--- src/rtl/tape_mbx_pkg.sv ---
package tape_mbx_pkg;

    localparam int VEC_W = 16;
    localparam int LOW_W = VEC_W / 2;
    localparam int ERR_W = VEC_W - LOW_W - 1;

    localparam logic [ERR_W-1:0] ERR_NONE   = ERR_W'(0);
    localparam logic [ERR_W-1:0] ERR_BADOP  = ERR_W'(1);
    localparam logic [ERR_W-1:0] ERR_ENGINE = ERR_W'(2);

    localparam logic [2:0] SEL_IDLE = 3'b111;
    localparam logic [1:0] TRK_IDLE = 2'b11;

    typedef enum logic [2:0] {
        S_IDLE,
        S_CHECK,
        S_EXEC,
        S_DONE,
        S_IRQ
    } seq_state_e;

    typedef enum logic [1:0] {
        A_CMD  = 2'd0,
        A_PARM = 2'd1,
        A_ICTL = 2'd2,
        A_VLOW = 2'd3
    } host_addr_e;

    typedef struct packed {
        logic [1:0] track;
        logic [1:0] unit;
    } tape_parm_t;

    typedef struct packed {
        logic             busy;
        logic [ERR_W-1:0] err;
        logic [LOW_W-1:0] low;
    } int_vec_t;

    function automatic logic [2:0] unit_to_sel_n(input logic [1:0] unit);
        case (unit)
            2'd0:    return 3'b110;
            2'd1:    return 3'b101;
            2'd2:    return 3'b100;
            default: return 3'b011;
        endcase
    endfunction

    function automatic logic [1:0] track_to_trk_n(input logic [1:0] track);
        case (track)
            2'd0:    return 2'b10;
            2'd1:    return 2'b01;
            2'd2:    return 2'b00;
            default: return 2'b11;
        endcase
    endfunction

endpackage

--- src/rtl/tape_host_regs.sv ---
module tape_host_regs
    import tape_mbx_pkg::*;
#(
    parameter int CMD_W = 8
) (
    input  logic             clk,
    input  logic             rst,
    input  logic             we,
    input  logic [1:0]       addr,
    input  logic [VEC_W-1:0] wdata,
    input  logic             busy,
    input  logic             cmd_clr,
    output logic [CMD_W-1:0] cmd_q,
    output tape_parm_t       parm_q,
    output logic [LOW_W-1:0] vlow_q,
    output logic             ius_clr
);

    logic wr_cmd, wr_parm, wr_vlow;

    always_comb begin
        wr_cmd  = we && (addr == A_CMD);
        wr_parm = we && (addr == A_PARM);
        wr_vlow = we && (addr == A_VLOW);
        ius_clr = we && (addr == A_ICTL) && wdata[0];
    end

    always_ff @(posedge clk) begin
        if (rst) begin
            cmd_q  <= '0;
            parm_q <= '0;
            vlow_q <= '0;
        end else begin
            if (cmd_clr)
                cmd_q <= '0;
            else if (wr_cmd && !busy)
                cmd_q <= wdata[CMD_W-1:0];
            if (wr_parm && !busy)
                parm_q <= tape_parm_t'(wdata[3:0]);
            if (wr_vlow)
                vlow_q <= wdata[LOW_W-1:0];
        end
    end

    a_r9_busy_write_ignored: assert property (@(posedge clk) disable iff (rst)
        busy && !cmd_clr |=> $stable(cmd_q) && $stable(parm_q));

    a_r6_cmd_returns_zero: assert property (@(posedge clk) disable iff (rst)
        cmd_clr |=> cmd_q == '0);

endmodule

--- src/rtl/tape_sel_drive.sv ---
module tape_sel_drive
    import tape_mbx_pkg::*;
(
    input  logic       clk,
    input  logic       rst,
    input  logic       load,
    input  logic       release_sel,
    input  tape_parm_t parm,
    output logic [2:0] sel_n,
    output logic [1:0] trk_n
);

    always_ff @(posedge clk) begin
        if (rst) begin
            sel_n <= SEL_IDLE;
            trk_n <= TRK_IDLE;
        end else if (load) begin
            sel_n <= unit_to_sel_n(parm.unit);
            trk_n <= track_to_trk_n(parm.track);
        end else if (release_sel) begin
            sel_n <= SEL_IDLE;
            trk_n <= TRK_IDLE;
        end
    end

    a_r4_one_or_two_low: assert property (@(posedge clk) disable iff (rst)
        $countones(~sel_n) <= 2);

endmodule

--- src/rtl/tape_seq_fsm.sv ---
module tape_seq_fsm
    import tape_mbx_pkg::*;
#(
    parameter int CMD_W  = 8,
    parameter int MAX_OP = 6
) (
    input  logic             clk,
    input  logic             rst,
    input  logic [CMD_W-1:0] cmd_q,
    input  logic [LOW_W-1:0] vlow,
    input  logic             ius_clr,
    input  logic             int_ack,
    input  logic             eng_done,
    input  logic             eng_err,
    output seq_state_e       state,
    output logic             busy,
    output logic [ERR_W-1:0] err,
    output logic             ip,
    output logic             ius,
    output logic             int_req,
    output logic             eng_start,
    output logic [CMD_W-1:0] eng_op,
    output logic             cmd_clr,
    output logic             sel_load,
    output logic             sel_release,
    output logic [VEC_W-1:0] data_bus,
    output logic             data_oe
);

    localparam logic [CMD_W-1:0] OP_MAX = CMD_W'(MAX_OP);

    logic     op_ok;
    int_vec_t vec_now;

    always_comb begin
        op_ok       = (cmd_q != '0) && (cmd_q <= OP_MAX);
        int_req     = (state == S_IRQ);
        cmd_clr     = (state == S_DONE);
        sel_load    = (state == S_CHECK) && op_ok;
        sel_release = (state == S_EXEC) && eng_done;
        vec_now     = '{busy: busy, err: err, low: vlow};
    end

    always_ff @(posedge clk) begin
        if (rst) begin
            state     <= S_IDLE;
            busy      <= 1'b0;
            err       <= ERR_NONE;
            ip        <= 1'b0;
            ius       <= 1'b0;
            eng_start <= 1'b0;
            eng_op    <= '0;
            data_bus  <= '0;
            data_oe   <= 1'b0;
        end else begin
            eng_start <= 1'b0;
            data_oe   <= 1'b0;
            data_bus  <= '0;
            if (int_req && int_ack)
                ius <= 1'b1;
            else if (ius_clr)
                ius <= 1'b0;
            case (state)
                S_IDLE: begin
                    if (cmd_q != '0) begin
                        state <= S_CHECK;
                        busy  <= 1'b1;
                        ip    <= 1'b0;
                        err   <= ERR_NONE;
                    end
                end
                S_CHECK: begin
                    if (op_ok) begin
                        state     <= S_EXEC;
                        eng_start <= 1'b1;
                        eng_op    <= cmd_q;
                    end else begin
                        state <= S_DONE;
                        err   <= ERR_BADOP;
                    end
                end
                S_EXEC: begin
                    if (eng_done) begin
                        state <= S_DONE;
                        err   <= eng_err ? ERR_ENGINE : ERR_NONE;
                    end
                end
                S_DONE: begin
                    state <= S_IRQ;
                    ip    <= 1'b1;
                    busy  <= 1'b0;
                end
                S_IRQ: begin
                    if (int_ack) begin
                        state    <= S_IDLE;
                        data_oe  <= 1'b1;
                        data_bus <= vec_now;
                    end
                end
                default: state <= S_IDLE;
            endcase
        end
    end

    a_r2_accept_marks_busy: assert property (@(posedge clk) disable iff (rst)
        (state == S_IDLE) && (cmd_q != '0) |=> busy && !ip);

    a_r3_bad_op_no_start: assert property (@(posedge clk) disable iff (rst)
        (state == S_CHECK) && !op_ok |=> !eng_start && (err == ERR_BADOP));

    a_r3_start_single_cycle: assert property (@(posedge clk) disable iff (rst)
        eng_start |=> !eng_start);

    a_r6_completion_flags: assert property (@(posedge clk) disable iff (rst)
        (state == S_DONE) |=> ip && !busy && int_req);

    a_r7_ack_presents_vector: assert property (@(posedge clk) disable iff (rst)
        int_req && int_ack |=> data_oe && ius && !int_req && !data_bus[VEC_W-1]);

endmodule

--- src/rtl/tape_cmd_sequencer.sv ---
module tape_cmd_sequencer
    import tape_mbx_pkg::*;
#(
    parameter int CMD_W  = 8,
    parameter int MAX_OP = 6
) (
    input  logic             clk,
    input  logic             rst,
    input  logic             host_we,
    input  logic [1:0]       host_addr,
    input  logic [15:0]      host_wdata,
    output logic [CMD_W-1:0] cmd_q,
    output logic [15:0]      vec_q,
    output logic             irq_pend,
    output logic             irq_svc,
    output logic             int_req,
    input  logic             int_ack,
    output logic [15:0]      data_bus,
    output logic             data_oe,
    output logic             eng_start,
    output logic [CMD_W-1:0] eng_op,
    input  logic             eng_done,
    input  logic             eng_err,
    output logic [2:0]       sel_n,
    output logic [1:0]       trk_n
);

    seq_state_e       state;
    logic             busy, cmd_clr, ius_clr, sel_load, sel_release;
    logic [ERR_W-1:0] err;
    logic [LOW_W-1:0] vlow;
    tape_parm_t       parm;
    int_vec_t         vec_s;

    tape_host_regs #(.CMD_W(CMD_W)) u_regs (
        .clk     (clk),
        .rst     (rst),
        .we      (host_we),
        .addr    (host_addr),
        .wdata   (host_wdata),
        .busy    (busy),
        .cmd_clr (cmd_clr),
        .cmd_q   (cmd_q),
        .parm_q  (parm),
        .vlow_q  (vlow),
        .ius_clr (ius_clr)
    );

    tape_seq_fsm #(.CMD_W(CMD_W), .MAX_OP(MAX_OP)) u_fsm (
        .clk         (clk),
        .rst         (rst),
        .cmd_q       (cmd_q),
        .vlow        (vlow),
        .ius_clr     (ius_clr),
        .int_ack     (int_ack),
        .eng_done    (eng_done),
        .eng_err     (eng_err),
        .state       (state),
        .busy        (busy),
        .err         (err),
        .ip          (irq_pend),
        .ius         (irq_svc),
        .int_req     (int_req),
        .eng_start   (eng_start),
        .eng_op      (eng_op),
        .cmd_clr     (cmd_clr),
        .sel_load    (sel_load),
        .sel_release (sel_release),
        .data_bus    (data_bus),
        .data_oe     (data_oe)
    );

    tape_sel_drive u_sel (
        .clk         (clk),
        .rst         (rst),
        .load        (sel_load),
        .release_sel (sel_release),
        .parm        (parm),
        .sel_n       (sel_n),
        .trk_n       (trk_n)
    );

    always_comb begin
        vec_s = '{busy: busy, err: err, low: vlow};
        vec_q = vec_s;
    end

    a_r4_r5_released_outside_exec: assert property (@(posedge clk) disable iff (rst)
        (state != S_EXEC) |-> (sel_n == SEL_IDLE) && (trk_n == TRK_IDLE));

    a_r10_ius_clear_write: assert property (@(posedge clk) disable iff (rst)
        ius_clr && !int_req |=> !irq_svc);

endmodule

--- config.mk ---
export PLATFORM = sky130hd
export DESIGN_NAME = tape_cmd_sequencer
export DESIGN_NICKNAME = d
export VERILOG_FILES = /design/src/rtl/tape_mbx_pkg.sv /design/src/rtl/tape_host_regs.sv /design/src/rtl/tape_sel_drive.sv /design/src/rtl/tape_seq_fsm.sv /design/src/rtl/tape_cmd_sequencer.sv
export SDC_FILE = /design/constraint.sdc
export NUM_CORES = 1
export LEC_CHECK = 0
export BUFFER_PORTS_ARGS = -buffer_cell sky130_fd_sc_hd__buf_2
export CAP_MARGIN = 20
export CORE_ASPECT_RATIO = 1.2
export CORE_MARGIN = 10
export CORE_UTILIZATION = 52
export CTS_CLUSTER_DIAMETER = 40
export DETAILED_ROUTE_END_ITERATION = 12
export PLACE_DENSITY = 0.9
export SLEW_MARGIN = 30
export SYNTH_ARGS = -nofsm -noshare
export SYNTH_HDL_FRONTEND = slang
export SYNTH_SLANG_ARGS = --single-unit
--- constraint.sdc ---
create_clock -name clk -period 2.9 [get_ports clk]
set_input_delay 0.435 -clock clk [delete_from_list [all_inputs] [get_ports clk]]
set_output_delay 0.435 -clock clk [all_outputs]
set_load 0.005 [all_outputs]
# Yosys cells after proc, flatten, opt, wreduce, memory -nomap -nowiden
# Index checks and enable logic that the tools add are counted.
# Widths: inputs -> output; s select.
# op_classes
order_cmp	1
eq_ne	15
muxes	24
bitwise_logic	3
reduce_logical	29
# op_table
op	n
$mux 7	3
$pmux 7 s3	1
$mux 3	5
$pmux 3 s5	1
$logic_and 1x1->1	11
$pmux 3 s3	1
$eq 2x2->1 const B	4
$le 8x3->1 const B	1
$reduce_bool 8->1	1
$mux 1	7
$eq 2x1->1 const B	3
$eq 3x2->1 const B	2
$logic_not 2->1	3
$mux 2	3
$ne 2x2->1 const B	3
$pmux 2 s3	1
$reduce_bool 2->1	3
$reduce_or 2->1	3
$pmux 1 s2	2
$reduce_and 2->1	2
$reduce_and 4->1	1
$eq 3x1->1 const B	1
$eq 3x3->1 const B	1
$logic_not 3->1	1
other kinds (6)	8
# word_totals
ff_bits	64
input_bits	24
out_inout_bits	58
word_cells	87

# Depth between registers and ports, before layout
# Gate-level depths: netlist (run 1).
# logic_depth
ltp_word	5
ltp_mapped	6
mapped_depth_nobuf	4

# Hierarchy
# A second synthesis (run 1) with hierarchy kept.
# unflattened
cells_unflattened	224
hier_area_um2	2308.5
# by_module_without_submodules
mod	instances	cells_per_inst	area_each_um2	seq_area_each_um2
tape_seq_fsm	1	108	1093.5	580.6
tape_host_regs	1	88	943.4	400.4
tape_sel_drive	1	27	264.0	100.1
tape_cmd_sequencer	1	1	7.5	0.0

# Worst setup path before layout (run 1)
# Ideal clock, no wire load.
# synth_timing
path_kind	reg-to-reg
from	register u_regs.cmd_q[5]
to	register u_sel.sel_n[0]
setup_ps	124
arrival_ps	1757
required_ps	2776
slack_ps	1019
path_stages_with_launch	6
n_path_buf	1
synth_period_minus_slack_ps	1881
cell_sequence	dfxtp_1 -> or4_4 -> or4_4 -> buf_6 -> nor4_2 -> o21ai_1
# synth_between
elab_chain_len	4
# synth_lines
element	line_no	text
from (decl)	tape_host_regs.sv:13	output logic [CMD_W-1:0] cmd_q,
from (signal assigned)	tape_host_regs.sv:37	cmd_q <= wdata[CMD_W-1:0];
$le 8x3->1 / $reduce_bool 8->1 (equally long branches)	tape_seq_fsm.sv:36	op_ok = (cmd_q != '0) && (cmd_q <= OP_MAX);
$logic_and 1x1->1 *	tape_seq_fsm.sv:36	
$logic_and 1x1->1 *	tape_seq_fsm.sv:39	sel_load = (state == S_CHECK) && op_ok;
$mux 3 / $reduce_bool 2->1 (equally long branches)	-	
to (signal assigned)	tape_sel_drive.sv:18	sel_n <= unit_to_sel_n(parm.unit);
to (decl)	tape_sel_drive.sv:9	output logic [2:0] sel_n,
# Mark *: on every way between the ends. The rest lies on a longest branch, timed or not.
# A chain may end at the register's enable or synchronous reset.

# Final worst setup path (run 1)
# layout_timing
from	register u_regs.cmd_q[5]
to	register u_fsm.eng_op[6]
# layout_between
elab_chain_len	3
# layout_lines
element	line_no	text
$le 8x3->1 / $reduce_bool 8->1 (equally long branches)	tape_seq_fsm.sv:36	
$logic_and 1x1->1 *	tape_seq_fsm.sv:36	
$reduce_and 2->1 (no source line) *	-	
to (signal assigned)	tape_seq_fsm.sv:76	eng_op <= cmd_q;
to (decl)	tape_seq_fsm.sv:22	output logic [CMD_W-1:0] eng_op,
# Marked as above.

==> results of run 1 <==
[flip-flops by register name (all words and copies together), names as in the netlist]
name and flops:
u_regs.parm_q 4, u_fsm.data_bus 11, u_fsm.ius 1, u_fsm.busy 1, u_sel.sel_n 3, u_sel.trk_n 2, u_fsm.ip 1, u_regs.vlow_q 8
u_fsm.err 2, u_regs.cmd_q 8, u_fsm.eng_start 1, u_fsm.eng_op 8, u_fsm.data_oe 1, u_fsm.state 3
[cell usage in the layout (no fill, tap or decap), types with 2 or more instances in the layout]
master / netlist / layout
sky130_fd_sc_hd__nor3_1: 5 / 5
sky130_fd_sc_hd__and3_1: 4 / 4
sky130_fd_sc_hd__o21ai_1: 7 / 7
sky130_fd_sc_hd__or4_4: 2 / 2
sky130_fd_sc_hd__conb_1: 1 / 10
sky130_fd_sc_hd__a211oi_1: 6 / 6
sky130_fd_sc_hd__a311oi_1: 2 / 2
sky130_fd_sc_hd__dfxtp_1: 54 / 54
sky130_fd_sc_hd__nand2_1: 19 / 19
sky130_fd_sc_hd__clkbuf_8: 0 / 5
sky130_fd_sc_hd__a21oi_1: 19 / 19
sky130_fd_sc_hd__inv_1: 5 / 5
sky130_fd_sc_hd__and2_1: 16 / 16
sky130_fd_sc_hd__nor2b_1: 2 / 2
sky130_fd_sc_hd__mux2i_1: 10 / 10
sky130_fd_sc_hd__buf_4: 11 / 3
sky130_fd_sc_hd__nand3_1: 5 / 5
sky130_fd_sc_hd__buf_2: 1 / 63
sky130_fd_sc_hd__nor2_1: 20 / 20
sky130_fd_sc_hd__o21ai_0: 5 / 5
sky130_fd_sc_hd__nor4_2: 2 / 2
sky130_fd_sc_hd__nand2b_1: 5 / 5
sky130_fd_sc_hd__ha_1: 4 / 4
sky130_fd_sc_hd__nor3_2: 2 / 2
sky130_fd_sc_hd__a31o_2: 2 / 2
[through the flow]
stage	util	worst slack, ns	hold WS (ns)
2_1_floorplan	-	1.019	0.4548
4_1_cts	0.6466	0.8431	0.3622
6_report	0.6466	0.8489	0.3700
3_5_place_dp	0.6191	0.8766	0.4406
3_3_place_gp	0.6191	0.9453	0.4362
5_1_grt	0.6466	0.6730	0.3607
[cell type report]
class,instances,area (µm²),share of cell area
sequential,54,1081,0.4176
multi-input combinational,160,973.4,0.3760
timing repair buffer,66,337.8,0.1305
clock buffer,6,72.57,0.02803
tap,54,67.56,0.02610
clock inverter,2,37.54,0.01450
inverter,5,18.77,0.007250
[routing by layer]
layer,track usage,vias up,part of all wire
met1,0.1682,857,0.40
met2,0.2738,46,0.53
met4,0.03593,0,0.011
met3,0.05777,7,0.061
met5,0,-,0
li1,-,894,-
[worst paths after layout]
| kind | endpoint | cells past startpoint |
|---|---|---|
| worst max register to register | u_fsm.eng_op[6]$_SDFFE_PP0P_ | 4 |
| worst min-delay path | u_regs.cmd_q[4]$_SDFFE_PP0P_ | 3 |
| worst max-delay path | u_fsm.eng_op[6]$_SDFFE_PP0P_ | 4 |
| worst min register to register | u_fsm.eng_op[3]$_SDFFE_PP0P_ | 1 |
[power groups by stage]
stage / registers, mW / clock network [mW] / logic, mW
floorplan: 0.828 / 0 / 0.270
global placement: 0.857 / 0 / 0.304
detailed placement: 0.862 / 0 / 0.314
CTS: 0.844 / 0.503 / 0.318
global route: 0.854 / 0.529 / 0.362
finish: 0.844 / 0.494 / 0.317
[critical path, cell delays in order, from the launching register on]
cell and delay (ns):
sky130_fd_sc_hd__dfxtp_1 0.34, sky130_fd_sc_hd__or4_4 0.57, sky130_fd_sc_hd__nor4_4 0.55, sky130_fd_sc_hd__a21oi_1 0.25
sky130_fd_sc_hd__and2_1 0.24
[cells by family after synthesis]
| family | after synthesis |
|---|---|
| adders and majority gates | 4 |
| AOI/OAI and AO/OA | 43 |
| xor gates and xnor gates | 1 |
| other | 1 |
| and+or+nand+nor | 92 |
| muxes | 10 |
| DFF | 54 |
| buffers and inverters | 28 |
==> flow_summary.yaml, run 1 <==
layout:
  final_layout_size_suffix_gt1_frac: 0.2867
  filler_cell_count: 353
  fin_area_mm2: 0.002589
  nets: 320
  antenna_fix_cells: 0
  layout.cells.non_filler: 347
  syn_to_final_growth_pct: 18.98
power:
  p_sw_frac: 0.2935
  power.switching_uw: 485.8
  power.leakage_nw: 1.194
  total_power_mw: 1.655
  pwr-share-seq: 0.510
  power.density_cell_area_mw_per_mm2: 639.5
  cell_internal_pwr_mw: 1.170
  clockPowerShare: 0.298
  power_frac_comb: 0.192
  irDropWorstVdd_mv: 0.4455
synth:
  yosysUniqueCellTypes: 39
  synth-adder-area-share: 0.02300
  post_synth_most_frequent_cells: "sky130_fd_sc_hd__dfxtp_1 (54), sky130_fd_sc_hd__nor2_1 (20), sky130_fd_sc_hd__a21oi_1 (19), sky130_fd_sc_hd__nand2_1 (19), sky130_fd_sc_hd__and2_1 (16)"
  synth-xor-area-share: 0.004025
  postSynthRegisterBits: 54
  synth_most_common_cell: "sky130_fd_sc_hd__dfxtp_1"
  synth.cell_area_mm2: 0.002176
  synth_simple_gate_area_frac: 0.2415
  synth_cells: 233
  yosysSeqAreaShare: 0.4968
  synth_compound_area_frac: 0.1156
  count_of_flip_flops_with_a_built_in_enable_after_synthesis: 0
  synth.area.top_cells: "sky130_fd_sc_hd__dfxtp_1 (50%), sky130_fd_sc_hd__and2_1 (4.6%), sky130_fd_sc_hd__mux2i_1 (4.6%)"
  synthDominantCellAreaShare: 0.4968
  async_reset_ff_frac: 0
  combinational_family_with_the_most_area_after_synthesis: "simple AND/OR/NAND/NOR gates"
  ys.flop_type: "sky130_fd_sc_hd__dfxtp_1"
  yosys.area.top_type: "sky130_fd_sc_hd__dfxtp_1"
  yosys_warnings: 0
  synthesis.area_per_instance_um2: 9.338
  post_synth_mux_area_share: 0.04600
detailed_routing:
  detailedRoute.firstIterationViolations: 125
  total_wire_length_after_detailed_routing_um: 5392
  antenna_left: 0
  drtPass1Iterations: 4
  drt_drc_violations_left: 0
  detail_route.wl_per_cell_um: 15.54
  detailroute.via_count: 1804
  post_drt_via_cell_ratio: 5.199
critical_path:
  crit_start: "u_regs.cmd_q[5]$_SDFFE_PP0P_"
  highest_net_fanout_along_the_worst_path: 10
  criticalPathCategory: "reg2reg"
  setup.worst_path.end_class: "flop"
  critPathArrivalTime_ns: 2.25
  timing.reg2reg.setup_slack_ns: 0.85
  worstPathRequired_ns: 3.10
  r2r-start: "u_regs.cmd_q[5]$_SDFFE_PP0P_"
  critical_path_start_type: "flop"
sta:
  timing_max_transition_violations_final: 0
  skew_final_ns: 0.005213
  finalSetupTns_ns: 0
  max_slew.worst_pin.slew_ns: 0.7589
  setup_repair_after_global_routing_missed_its_margin: "false"
  maxClockFrequency_mhz: 487.5
  report.final.setup_viol: 0
  slew_headroom: 0.4922
  final_min_period_over_clock_period: 0.7073
  period_minus_slack_ns: 2.051
  finalHoldViolCount: 0
grt:
  number_of_antenna_violations_at_the_first_check_in_global_routing: 0
  grt_usage: 0.1550
  grt_pass1_wl_um: 9149
  vias_in_the_first_global_route: 1841
  pin_count_of_the_biggest_net_entering_global_routing: 25
  globalRoute.totalOverflow: 0
clock_tree:
  cts-root-to-sink-buffers: 2
  tritoncts.num_buffers: 5
  clock_sinks: 54
  clock-root-buffer: "sky130_fd_sc_hd__clkbuf_8"
  cts_resized: 0
  cts_tree: "built"
  clkLatencyLatePin_ns: 0.31
  buffers_inserted_during_post_cts_setup_optimization: 0
  post_cts_hold_buffer_count: 0
  htreeDepth: 2
  cts.reportedPaths.clkPinSlew_ns: 0.09
die:
  placement_rows: 25
  die-width_um: 79.05
  die_height_um: 90.86
  start_util: 0.5434
  ioPinCount: 82
  fp.dieArea_mm2: 0.007182
  fp.coreArea_mm2: 0.004004
status:
  outcome: "finished, final reports clean"
placement:
  detailed_placement_hpwl_um: 4091
  buffer_ports.inserted: 63
  place.detailed.instances: 339
  placement.cell_area_mm2: 0.002479
  gp_congestion: 0.8348
worst_hold_path:
  worst_hold_path_type: "in2reg"
  min_from: "host_wdata[4]"
run:
  timing.max_cap.violations: 0
No activity file was read; power rests on OpenSTA's default activity.
==> run 2, diff against run 1 <==
CORE_UTILIZATION = 48   (was 52)
PLACE_DENSITY = 0.84   (was 0.9)
clock period = 1.9 ns   (was 2.9 ns; I/O delays follow)
==> run 2 against run 1 <==
Effect of this change:
- core utilization fell by 3.9 points
- largest power group unchanged
- clock skew rose by 0.00067 ns
- global-route usage fell by 1.5 points
- critical endpoint is now u_fsm.err[0]$_SDFFE_PP0P_
- critical path type unchanged
- cell count rose by 2.6%
==> flow_summary.yaml, run 2 (same netlist as run 1, synthesis figures left out) <==
status:
  outcome: "finished, final reports clean"
die:
  fp.dieArea_mm2: 0.007637
  start_util: 0.5029
  die-width_um: 81.46
  die_height_um: 93.76
  fp.coreArea_mm2: 0.004327
  placement_rows: 26
  ioPinCount: 82
layout:
  layout.cells.non_filler: 356
  final_layout_size_suffix_gt1_frac: 0.3067
  utilization_of_the_core_after_routing: 0.6073
  nets: 327
  syn_to_final_growth_pct: 20.76
  largest_reg_flops: 11
  most_common_library_cell_in_the_layout_ignoring_fill_and_taps: "sky130_fd_sc_hd__buf_2"
  final-seq-area_mm2: 0.001081
  filler_cell_count: 389
  regMostFlops: "u_fsm.data_bus"
  multiInputGateArea_um2: 973.4
  most-common-layout-cells: "sky130_fd_sc_hd__buf_2 (63), sky130_fd_sc_hd__dfxtp_1 (54), sky130_fd_sc_hd__nor2_1 (20)"
  antenna_fix_cells: 0
power:
  total_power_mw: 2.466
  power.density_cell_area_mw_per_mm2: 938.6
  power.leakage_nw: 1.225
  irDropWorstVdd_mv: 0.6539
detailed_routing:
  detailedRoute.firstIterationViolations: 163
  post_drt_via_cell_ratio: 5.028
  drtPass1Iterations: 4
  detail_route.wl_per_cell_um: 14.96
  antenna_left: 0
  detailroute.via_count: 1790
  total_wire_length_after_detailed_routing_um: 5326
  drt_drc_violations_left: 0
critical_path:
  setup.worst_path.end_class: "flop"
  worstPathRequired_ns: 2.09
  crit_start: "u_regs.cmd_q[5]$_SDFFE_PP0P_"
  critPathArrivalTime_ns: 1.97
  highest_net_fanout_along_the_worst_path: 11
  critical_path_start_type: "flop"
  r2r-start: "u_regs.cmd_q[5]$_SDFFE_PP0P_"
  criticalPathCategory: "reg2reg"
worst_hold_path:
  worst_hold_path_type: "in2reg"
  min_from: "eng_err"
clock_tree:
  clkLatencyLatePin_ns: 0.31
  cts_resized: 0
  clock_sinks: 54
  buffers_inserted_during_post_cts_setup_optimization: 0
  post_cts_hold_buffer_count: 0
  clock-root-buffer: "sky130_fd_sc_hd__clkbuf_8"
  htreeDepth: 2
  cts-root-to-sink-buffers: 2
  tritoncts.num_buffers: 5
  cts_tree: "built"
  cts.reportedPaths.clkPinSlew_ns: 0.10
sta:
  skew_final_ns: 0.005879
  period_minus_slack_ns: 1.778
  fin_hold_ws_ns: 0.2018
  max_slew.worst_pin.slew_ns: 0.6146
  setup_repair_after_global_routing_missed_its_margin: "false"
  maxClockFrequency_mhz: 562.4
  final_min_period_over_clock_period: 0.9358
  timing_max_transition_violations_final: 0
  report.final.setup_viol: 0
  finalHoldViolCount: 0
  finalSetupTns_ns: 0
  slew_headroom: 0.5871
grt:
  pin_count_of_the_biggest_net_entering_global_routing: 25
  globalRoute.totalOverflow: 0
  grt_usage: 0.1401
  vias_in_the_first_global_route: 1782
  grt_pass1_wl_um: 8390
  number_of_antenna_violations_at_the_first_check_in_global_routing: 0
run:
  timing.max_cap.violations: 0
placement:
  detailed_placement_hpwl_um: 4061
  place.detailed.instances: 348
  buffer_ports.inserted: 63
  gp_congestion: 0.8476
==> run 2: power by group <==
part	leakage [nW]	switching [mW]	internal, mW	total, mW
logic	0.743	0.296	0.219	0.516
clock network	0.0447	0.395	0.267	0.662
registers	0.437	0.0897	1.20	1.29
==> run 2: path summary, 6_finish.rpt <==
kind                                                endpoint  slack (ns)  cells past startpoint
worst max-delay path               u_fsm.err[0]$_SDFFE_PP0P_        0.12                      4
worst min register to register  u_fsm.eng_op[6]$_SDFFE_PP0P_        0.46                      1
worst max register to register     u_fsm.err[0]$_SDFFE_PP0P_        0.12                      4
worst min-delay path               u_fsm.err[1]$_SDFFE_PP0P_        0.20                      3
==> run 2: routing by layer <==
layer / vias up / global-route usage / share of wire
li1: 909 / - / -
met3: 6 / 0.05077 / 0.070
met5: - / 0 / 0
met2: 44 / 0.2474 / 0.51
met4: 0 / 0.06069 / 0.016
met1: 831 / 0.1431 / 0.40
==> run 2: critical path, cell delays in order, from the launching register on <==
cell and delay, ns:
sky130_fd_sc_hd__dfxtp_1 0.33, sky130_fd_sc_hd__or4_4 0.53, sky130_fd_sc_hd__or4_4 0.53, sky130_fd_sc_hd__a21oi_1 0.20, sky130_fd_sc_hd__a311oi_1 0.07
==> run 2: cell type report <==
type	count	area share
Inverter	5	0.007143
Clock buffer	5	0.02619
Clock inverter	3	0.009524
Timing Repair Buffer	73	0.1486
Sequential cell	54	0.4114
Multi-Input combinational cell	160	0.3705
Tap cell	56	0.02667
==> run 2: through the flow <==
step           setup WS (ns)  area [µm²]
2_1_floorplan        0.01885        2210
6_report              0.1219        2628
3_3_place_gp         0.06008        2534
5_1_grt              0.03553        2628
3_5_place_dp         0.04089        2534
4_1_cts              0.02216        2628
